**src/rtl/busctl_status_pkg.sv**
```systemverilog
package busctl_status_pkg;
    typedef enum logic {
        ROLE_IDLE   = 1'b0,
        ROLE_MASTER = 1'b1
    } role_e;

    localparam int unsigned STAT_W = 8;
    localparam int unsigned AUX_W  = 5;
    localparam int unsigned NIB_W  = 4;
endpackage

```
**src/rtl/busctl_en_edge.sv**
```systemverilog
module busctl_en_edge (
    input  logic clk,
    input  logic rst_n,
    input  logic en_i,
    output logic fall_o
);
    logic en_q;

    always_ff @(posedge clk or negedge rst_n) begin
        if (!rst_n) en_q <= 1'b0;
        else        en_q <= en_i;
    end

    assign fall_o = en_q & ~en_i;
endmodule

```
**src/rtl/busctl_sticky_flag.sv**
```systemverilog
module busctl_sticky_flag #(
    parameter bit SET_OVER_SOFT = 1'b0
) (
    input  logic clk,
    input  logic rst_n,
    input  logic set_i,
    input  logic clr_hard_i,
    input  logic clr_soft_i,
    output logic flag_o
);
    logic flag_d;

    generate
        if (SET_OVER_SOFT) begin : g_set_wins
            always_comb begin
                if (clr_hard_i)      flag_d = 1'b0;
                else if (set_i)      flag_d = 1'b1;
                else if (clr_soft_i) flag_d = 1'b0;
                else                 flag_d = flag_o;
            end
        end else begin : g_clr_wins
            always_comb begin
                if (clr_hard_i || clr_soft_i) flag_d = 1'b0;
                else if (set_i)               flag_d = 1'b1;
                else                          flag_d = flag_o;
            end
        end
    endgenerate

    always_ff @(posedge clk or negedge rst_n) begin
        if (!rst_n) flag_o <= 1'b0;
        else        flag_o <= flag_d;
    end

    assert_hard_clr_R9: assert property (@(posedge clk) disable iff (!rst_n)
        clr_hard_i |=> !flag_o);
endmodule

```
**src/rtl/busctl_role_fsm.sv**
```systemverilog
module busctl_role_fsm
    import busctl_status_pkg::*;
(
    input  logic clk,
    input  logic rst_n,
    input  logic claim_i,
    input  logic drop_i,
    output logic master_o
);
    role_e state_q, state_d;

    always_ff @(posedge clk or negedge rst_n) begin
        if (!rst_n) state_q <= ROLE_IDLE;
        else        state_q <= state_d;
    end

    always_comb begin
        state_d = state_q;
        unique case (state_q)
            ROLE_IDLE:   if (claim_i && !drop_i) state_d = ROLE_MASTER;
            ROLE_MASTER: if (drop_i)             state_d = ROLE_IDLE;
            default:     state_d = ROLE_IDLE;
        endcase
    end

    always_comb begin
        master_o = (state_q == ROLE_MASTER);
    end

    assert_drop_wins_R6: assert property (@(posedge clk) disable iff (!rst_n)
        drop_i |=> !master_o);
    assert_claim_R5: assert property (@(posedge clk) disable iff (!rst_n)
        (claim_i && !drop_i) |=> master_o);
endmodule

```
**src/rtl/busctl_status_reg.sv**
```systemverilog
module busctl_status_reg
    import busctl_status_pkg::*;
(
    input  logic             clk,
    input  logic             rst_n,
    input  logic             enable_i,
    input  logic             release_i,
    input  logic             bitwr_i,
    input  logic             rd_stb_i,
    input  logic             start_det_i,
    input  logic             stop_det_i,
    input  logic             start_gen_i,
    input  logic             arb_lost_i,
    input  logic             addr8_stb_i,
    input  logic [NIB_W-1:0] addr_hi_i,
    input  logic [AUX_W-1:0] aux_bits_i,
    output logic [STAT_W-1:0] stat_o
);
    localparam logic [NIB_W-1:0] NIB_LO = '0;
    localparam logic [NIB_W-1:0] NIB_HI = '1;

    logic en_fall;
    logic clr_all;
    logic ext_hit;
    logic ext_clr;
    logic mst_drop;
    logic f_master, f_arb, f_ext;

    busctl_en_edge u_edge (
        .clk    (clk),
        .rst_n  (rst_n),
        .en_i   (enable_i),
        .fall_o (en_fall)
    );

    // only a 1->0 enable transition clears; bit write acts the same
    assign clr_all  = en_fall | bitwr_i;
    assign ext_hit  = addr8_stb_i & ((addr_hi_i == NIB_LO) | (addr_hi_i == NIB_HI));
    assign ext_clr  = clr_all | start_det_i | stop_det_i | release_i;
    assign mst_drop = clr_all | stop_det_i | arb_lost_i | release_i;

    busctl_sticky_flag #(.SET_OVER_SOFT(1'b0)) u_ext (
        .clk        (clk),
        .rst_n      (rst_n),
        .set_i      (ext_hit),
        .clr_hard_i (ext_clr),
        .clr_soft_i (1'b0),
        .flag_o     (f_ext)
    );

    busctl_sticky_flag #(.SET_OVER_SOFT(1'b1)) u_arb (
        .clk        (clk),
        .rst_n      (rst_n),
        .set_i      (arb_lost_i),
        .clr_hard_i (clr_all),
        .clr_soft_i (rd_stb_i),
        .flag_o     (f_arb)
    );

    busctl_role_fsm u_role (
        .clk      (clk),
        .rst_n    (rst_n),
        .claim_i  (start_gen_i),
        .drop_i   (mst_drop),
        .master_o (f_master)
    );

    assign stat_o = {f_master, f_arb, f_ext, aux_bits_i};

    assert_ext_set_R3: assert property (@(posedge clk) disable iff (!rst_n)
        (addr8_stb_i && (addr_hi_i == NIB_HI) && !ext_clr) |=> stat_o[5]);
    assert_ext_clr_R4: assert property (@(posedge clk) disable iff (!rst_n)
        (start_det_i || stop_det_i || release_i) |=> !stat_o[5]);
    assert_arb_keep_R8: assert property (@(posedge clk) disable iff (!rst_n)
        (arb_lost_i && !en_fall && !bitwr_i) |=> (stat_o[6] && !stat_o[7]));
    assert_fall_clears_R11: assert property (@(posedge clk) disable iff (!rst_n)
        en_fall |=> (stat_o[7:5] == 3'b000));
endmodule

```
**config.mk**
```make
export PLATFORM = sky130hd
export DESIGN_NAME = busctl_status_reg
export DESIGN_NICKNAME = d
export VERILOG_FILES = /design/src/rtl/busctl_status_pkg.sv /design/src/rtl/busctl_en_edge.sv /design/src/rtl/busctl_sticky_flag.sv /design/src/rtl/busctl_role_fsm.sv /design/src/rtl/busctl_status_reg.sv
export SDC_FILE = /design/constraint.sdc
export NUM_CORES = 1
export LEC_CHECK = 0
export BUFFER_PORTS_ARGS = -buffer_cell sky130_fd_sc_hd__buf_4
export CORE_AREA = 5 5 42 44
export CTS_BUF_LIST = sky130_fd_sc_hd__clkbuf_2
export CTS_CLUSTER_DIAMETER = 120
export DETAILED_ROUTE_END_ITERATION = 8
export DIE_AREA = 0 0 47 49
export PLACE_DENSITY_LB_ADDON = 0.08
export RECOVER_POWER = 50
export SLEW_MARGIN = 5
export SYNTH_ARGS = -nofsm -noshare
export SYNTH_HDL_FRONTEND = slang
export SYNTH_SLANG_ARGS = --single-unit
```
**constraint.sdc**
```tcl
create_clock -name clk -period 1 [get_ports clk]
set_input_delay 0.2 -clock clk [delete_from_list [all_inputs] [get_ports clk]]
set_output_delay 0.2 -clock clk [all_outputs]
set_load 0.01 [all_outputs]
```
==> results.sh, run 1 <==
export IMPL_status="complete, no violations"
export IMPL_sw_frac_of_total_pct=23.8
export IMPL_vdd_ir_drop_max_mv=0.376
export IMPL_worst_slew_pin_slew_ps=277
export IMPL_dieArea_sq_mm=0.00230
export IMPL_max_cap_violations=0
export IMPL_dpl_cell_area_sq_um=330
export IMPL_ant_nets=0
export IMPL_ios=28
export IMPL_fmax_ghz=1.01
export IMPL_crit_family="flip-flops"
export IMPL_p_switching_uw=92.7
export IMPL_skew_ps=0.617
export IMPL_crit_path_cell_trace="a2111oi_4, nor3b_2"
export IMPL_post_dp_hpwl_um=509
export IMPL_synth_seq_cells=4
export IMPL_ys_types=11
export IMPL_synth_top_family_by_area="buffers and inverters"
export IMPL_grt_max_degree=5
export IMPL_core_sq_mm=0.00140
export IMPL_firstDrtPassIters=2
export IMPL_avgSynthCellArea_sq_um=10.1
export IMPL_final_common_cell="buf_4"
export IMPL_period_needed_ps=987
export IMPL_worstHoldPathType="primary input to flop"
export IMPL_synthSimpleGateAreaFrac_pct=12.4
export IMPL_layout_nets=59
export IMPL_gp_congestion=0.590
export IMPL_cts_max_level=1
export IMPL_grt_pass1_vias=238
export IMPL_rsz0062_at_grt="yes"
export IMPL_setup_ws_ps=13.4
export IMPL_wirelength_um=565
export IMPL_worstHoldStart="enable_i"
export IMPL_viasPerCell=4.00
export IMPL_cts_buffers=3
export IMPL_critPathKind="flop to flop"
export IMPL_clockPowerShare_pct=36.3
export IMPL_seqPwrFrac_pct=44.1
export IMPL_area_growth_pct=50.0
export IMPL_clk_pin_slew_ps=40
export IMPL_synthMuxAreaShare_pct=0
export IMPL_drcViolationCount=0
export IMPL_antenna_found_initial=0
export IMPL_die_w_um=47
export IMPL_antenna_cells=0
export IMPL_syn_area_sq_um=243
export IMPL_rows=14
export IMPL_p_int_uw=297
export IMPL_slew_headroom_pct=81.3
export IMPL_io_buffers=17
export IMPL_syn_inst=24
export IMPL_grt_total_usage_pct=5.43
export IMPL_p_per_area_mw_per_mm2=1070
export IMPL_drtIter0Drc=4
export IMPL_synth_fa_ha_area_share_pct=0
export IMPL_cts_tree="yes"
export IMPL_nFillCells=166
export IMPL_crit_buf_inv=0
export IMPL_clock_sinks=4
export IMPL_final_hold_viol_count=0
export IMPL_synthesis_nets=44
export IMPL_start_kind="flop"
export IMPL_cts_max_path_buffers=2
export IMPL_final_cell_mix="buf_4, dfrtp_1, nor2_1, clkbuf_2, inv_1"
export IMPL_via_count=212
export IMPL_synth_compound_area_share_pct=18.6
export IMPL_fp_dieH_um=49
export IMPL_slew_violations=0
export IMPL_crit_arrival_ps=1110
export IMPL_cp_required_ps=1120
export IMPL_crit_path_max_incr_delay_ps=400
export IMPL_p_leak_uw=0.000180
export IMPL_end_kind="flop"
export IMPL_reg2reg_from="u_edge.en_q"
export IMPL_pre_cts_ws_ps=-26.0
export IMPL_synthXorXnorAreaFrac_pct=0
export IMPL_combPwrFrac_pct=19.7
export IMPL_critPathLaunch="u_edge.en_q"
export IMPL_routedWlPerCell_um=10.7
export IMPL_clockRootBuffer="clkbuf_2"
export IMPL_overflow=0
export IMPL_cp_slowest_cell="dfrtp_1"
export IMPL_initial_utilization_pct=17.3
export IMPL_finalSetupViolations=0
export IMPL_clock_latency_ps=200
export IMPL_grt_pass1_wl_um=862
export IMPL_ys_seq_area_share_pct=41.2
export IMPL_fin_crit_sh_pct=98.7
export IMPL_yosys_warnings=0
export IMPL_final_cell_area_sq_um=364
export IMPL_cp_max_fo=2
export IMPL_drive_gt1_share_pct=56.8
==> layout make-up <==
| cell class | instances | area, sq um | area share, % |
|---|---|---|---|
| clock buffers | 3 | 15.0 | 4.12 |
| inverters | 2 | 7.51 | 2.06 |
| multi-input cells | 10 | 87.6 | 24.1 |
| flip-flops and latches | 4 | 100 | 27.5 |
| well taps | 16 | 20.0 | 5.50 |
| repair buffers | 18 | 134 | 36.8 |
==> cell families (layout without fill, tap and decap cells) <==
family,Yosys count,in the layout
buffers and inverters,10,23
AOI/OAI and AO/OA,5,5
and+or+nand+nor,5,5
DFF,4,4
==> synth_stat cells, drive strengths merged <==
cell type / instances / area [sq um]
o41ai: 1 / 8.76
buf: 8 / 60.1
a2111oi: 1 / 15.0
a21oi: 1 / 5.00
nor3b: 1 / 12.5
a41oi: 1 / 8.76
inv: 2 / 7.51
and3: 1 / 6.26
nor2: 3 / 11.3
a211oi: 1 / 7.51
dfrtp: 4 / 100
==> registers in the layout, summed over array words and instances (netlist names) <==
| name | count |
|---|---|
| u_arb.flag_o | 1 |
| u_edge.en_q | 1 |
| u_ext.flag_o | 1 |
| u_role.master_o | 1 |
==> power groups by stage <==
stage | Combinational (uW) | Sequential, uW | Clock [uW]
after floorplan | 39.8 | 173 | 0
after global placement | 70.8 | 173 | 0
after detailed placement | 72.4 | 173 | 0
after CTS | 80.5 | 172 | 153
after global routing | 82.9 | 172 | 151
final | 76.6 | 172 | 141
==> metrics by stage <==
| step | TNS (ps) | std cells | hold WS, ps | power, uW | util [%] |
|---|---|---|---|---|---|
| after floorplan | 0 | 24 | -95.6 | 212 | - |
| after global placement | 0 | 49 | -0.296 | 244 | 23.6 |
| after detailed placement | -30.3 | 49 | 0.955 | 246 | 23.6 |
| after CTS | 0 | 53 | 100 | 405 | 26.3 |
| after global routing | -93.5 | 53 | 133 | 407 | 26.0 |
| final | 0 | 53 | 139 | 390 | 26.0 |
==> metal layers <==
metal	GRT usage, %	vias to the layer above	routed length, um
li1	-	103	-
met1	4.86	98	201
met2	7.92	9	304
met3	2.21	2	55
met4	6.45	0	4
met5	0	-	0
==> worst paths after layout <==
kind                       slack, ps  cells past startpoint               to
max                               10                      2  u_role.master_o
min                              140                      1      u_edge.en_q
max reg2reg                       10                      2  u_role.master_o
min reg2reg                      520                      1     u_arb.flag_o
max in group asynchronous        450                      2      u_edge.en_q
min in group asynchronous        360                      2  u_role.master_o
==> what timing repair did <==
action / 4_1_cts / 5_1_grt
gates resized for setup: 1 / 0
hold buffers: 1 / 0
endpoints found under the setup margin: 2 / 2
buffers inserted: 0 / 0
endpoints found under the hold margin: 4 / 0
Note: power is estimated with default switching activity, not from simulation.
==> inputs of run 2 (changes only) <==
==> constraint.sdc (replaced) <==
create_clock -name clk -period 1.1 [get_ports clk]
set_input_delay 0.22 -clock clk [delete_from_list [all_inputs] [get_ports clk]]
set_output_delay 0.22 -clock clk [all_outputs]
set_load 0.01 [all_outputs]
==> run 2 against run 1 <==
  * Sequential power fell by 9%
  * Via count fell by 0.47%
  * First-iteration DRC count fell by 100%
  * Register-to-register slack improved by 90 ps
  * Hold slack improved by 19 ps
  * Cell count did not move
  * Sequential share of layout area did not move
  * Largest power group unchanged
==> results.sh, run 2 (synthesis gave the netlist of run 1 again) <==
export IMPL_vdd_ir_drop_max_mv=0.437
export IMPL_max_cap_violations=0
export IMPL_stdcell_count=53
export IMPL_seqPwrFrac_pct=43.9
export IMPL_cts_max_level=1
export IMPL_drtIter0Drc=0
export IMPL_ant_nets=0
export IMPL_nFillCells=161
export IMPL_cts_tree="yes"
export IMPL_cts_max_path_buffers=2
export IMPL_fin_crit_sh_pct=90.4
export IMPL_ios=28
export IMPL_core_sq_mm=0.00140
export IMPL_clockRootBuffer="clkbuf_2"
export IMPL_wirelength_um=574
export IMPL_area_growth_pct=50.0
export IMPL_antenna_cells=0
export IMPL_drive_gt1_share_pct=56.8
export IMPL_slew_headroom_pct=82.1
export IMPL_gp_congestion=0.591
export IMPL_viasPerCell=3.98
export IMPL_slew_violations=0
export IMPL_initial_utilization_pct=17.3
export IMPL_period_needed_ps=995
export IMPL_clock_latency_ps=200
export IMPL_post_cts_buffers=0
export IMPL_p_int_uw=270
export IMPL_setup_ws_ps=105
export IMPL_grt_pass1_wl_um=807
export IMPL_grt_max_degree=5
export IMPL_sw_frac_of_total_pct=24.2
export IMPL_clk_pin_slew_ps=40
export IMPL_clockPowerShare_pct=36.6
export IMPL_status="complete, no violations"
export IMPL_via_count=211
export IMPL_cp_required_ps=1230
export IMPL_tns_ps=0
export IMPL_dieArea_sq_mm=0.00230
export IMPL_cp_max_fo=2
export IMPL_die_w_um=47
export IMPL_grt_total_usage_pct=5.36
export IMPL_fp_dieH_um=49
export IMPL_layout_nets=59
export IMPL_clock_sinks=4
export IMPL_crit_arrival_ps=1120
export IMPL_worstHoldPathType="primary input to flop"
export IMPL_grt_pass1_vias=230
export IMPL_p_per_area_mw_per_mm2=977
export IMPL_antenna_found_initial=0
export IMPL_routedWlPerCell_um=10.8
export IMPL_rows=14
export IMPL_finalSetupViolations=0
export IMPL_power_total_uw=356
export IMPL_p_leak_uw=0.000180
export IMPL_io_buffers=17
export IMPL_final_hold_viol_count=0
export IMPL_rsz0062_at_grt="no"
export IMPL_final_cell_mix="buf_4, dfrtp_1, nor2_1, clkbuf_2, inv_1"
export IMPL_combPwrFrac_pct=19.5
export IMPL_cts_buffers=3
export IMPL_p_switching_uw=86.0
export IMPL_fmax_ghz=1.01
export IMPL_firstDrtPassIters=1
export IMPL_critPathKind="flop to flop"
export IMPL_final_common_cell="buf_4"
export IMPL_skew_ps=2.68
export IMPL_pre_cts_ws_ps=60.5
export IMPL_overflow=0
export IMPL_end_kind="flop"
export IMPL_worst_slew_pin_slew_ps=268
export IMPL_start_kind="flop"
export IMPL_drcViolationCount=0
export IMPL_dp_cells=49
[run 2: cell counts in the layout (fill, tap and decap cells not counted)]
Identical to the previous run, type by type.
[run 2: per-layer routing]
layer,vias to the layer above,wire length [um],GRT usage [%]
met3,4,64,3.32
met4,0,12,6.45
li1,102,-,-
met2,11,313,7.69
met1,94,184,4.19
met5,-,0,0
[run 2: worst paths after layout]
path | slack, ps | endpoint | start | cells after the start
worst max-delay path | 110 | u_role.master_o | u_edge.en_q | 2
worst min-delay path | 160 | u_edge.en_q | enable_i | 1
min in group asynchronous | 380 | u_role.master_o | rst_n | 2
worst max register to register | 110 | u_role.master_o | u_edge.en_q | 2
worst min register to register | 520 | u_arb.flag_o | u_edge.en_q | 1
max in group asynchronous | 530 | u_ext.flag_o | rst_n | 2
[run 2: power groups by stage]
stage / registers, uW / logic, uW / clock network, uW
after floorplan: 157 / 36.2 / 0
after global placement: 157 / 64.3 / 0
after detailed placement: 158 / 65.7 / 0
after CTS: 155 / 68.7 / 137
after global routing: 157 / 75.9 / 141
final: 156 / 69.4 / 130
[run 2: layout make-up]
| type | instances | area [sq um] | share of cell area, % |
|---|---|---|---|
| Tap cell | 16 | 20.0 | 5.50 |
| Inverter | 2 | 7.51 | 2.06 |
| Multi-Input combinational cell | 10 | 87.6 | 24.1 |
| Sequential cell | 4 | 100 | 27.5 |
| Clock buffer | 3 | 15.0 | 4.12 |
| Timing Repair Buffer | 18 | 134 | 36.8 |
[run 2: worst max-delay path, stage by stage, from the launching register on]
cell       delay, ps
dfrtp_1          400
a2111oi_4        320
nor3b_2          200
[run 2: metrics by stage]
| stage | area [sq um] | hold WS, ps | util [%] |
|---|---|---|---|
| final | 364 | 158 | 26.0 |
| after global routing | 364 | 141 | 26.0 |
| after CTS | 355 | 123 | 25.4 |
| after detailed placement | 330 | 20.3 | 23.6 |
| after global placement | 330 | 19.6 | 23.6 |
| after floorplan | 243 | -75.6 | - |
[run 2: repair_timing]
item | CTS | global route
hold buffers | 1 | 0
endpoints found under the setup margin | 0 | 1
resized for setup | 0 | 1
endpoints found under the hold margin | 4 | 0
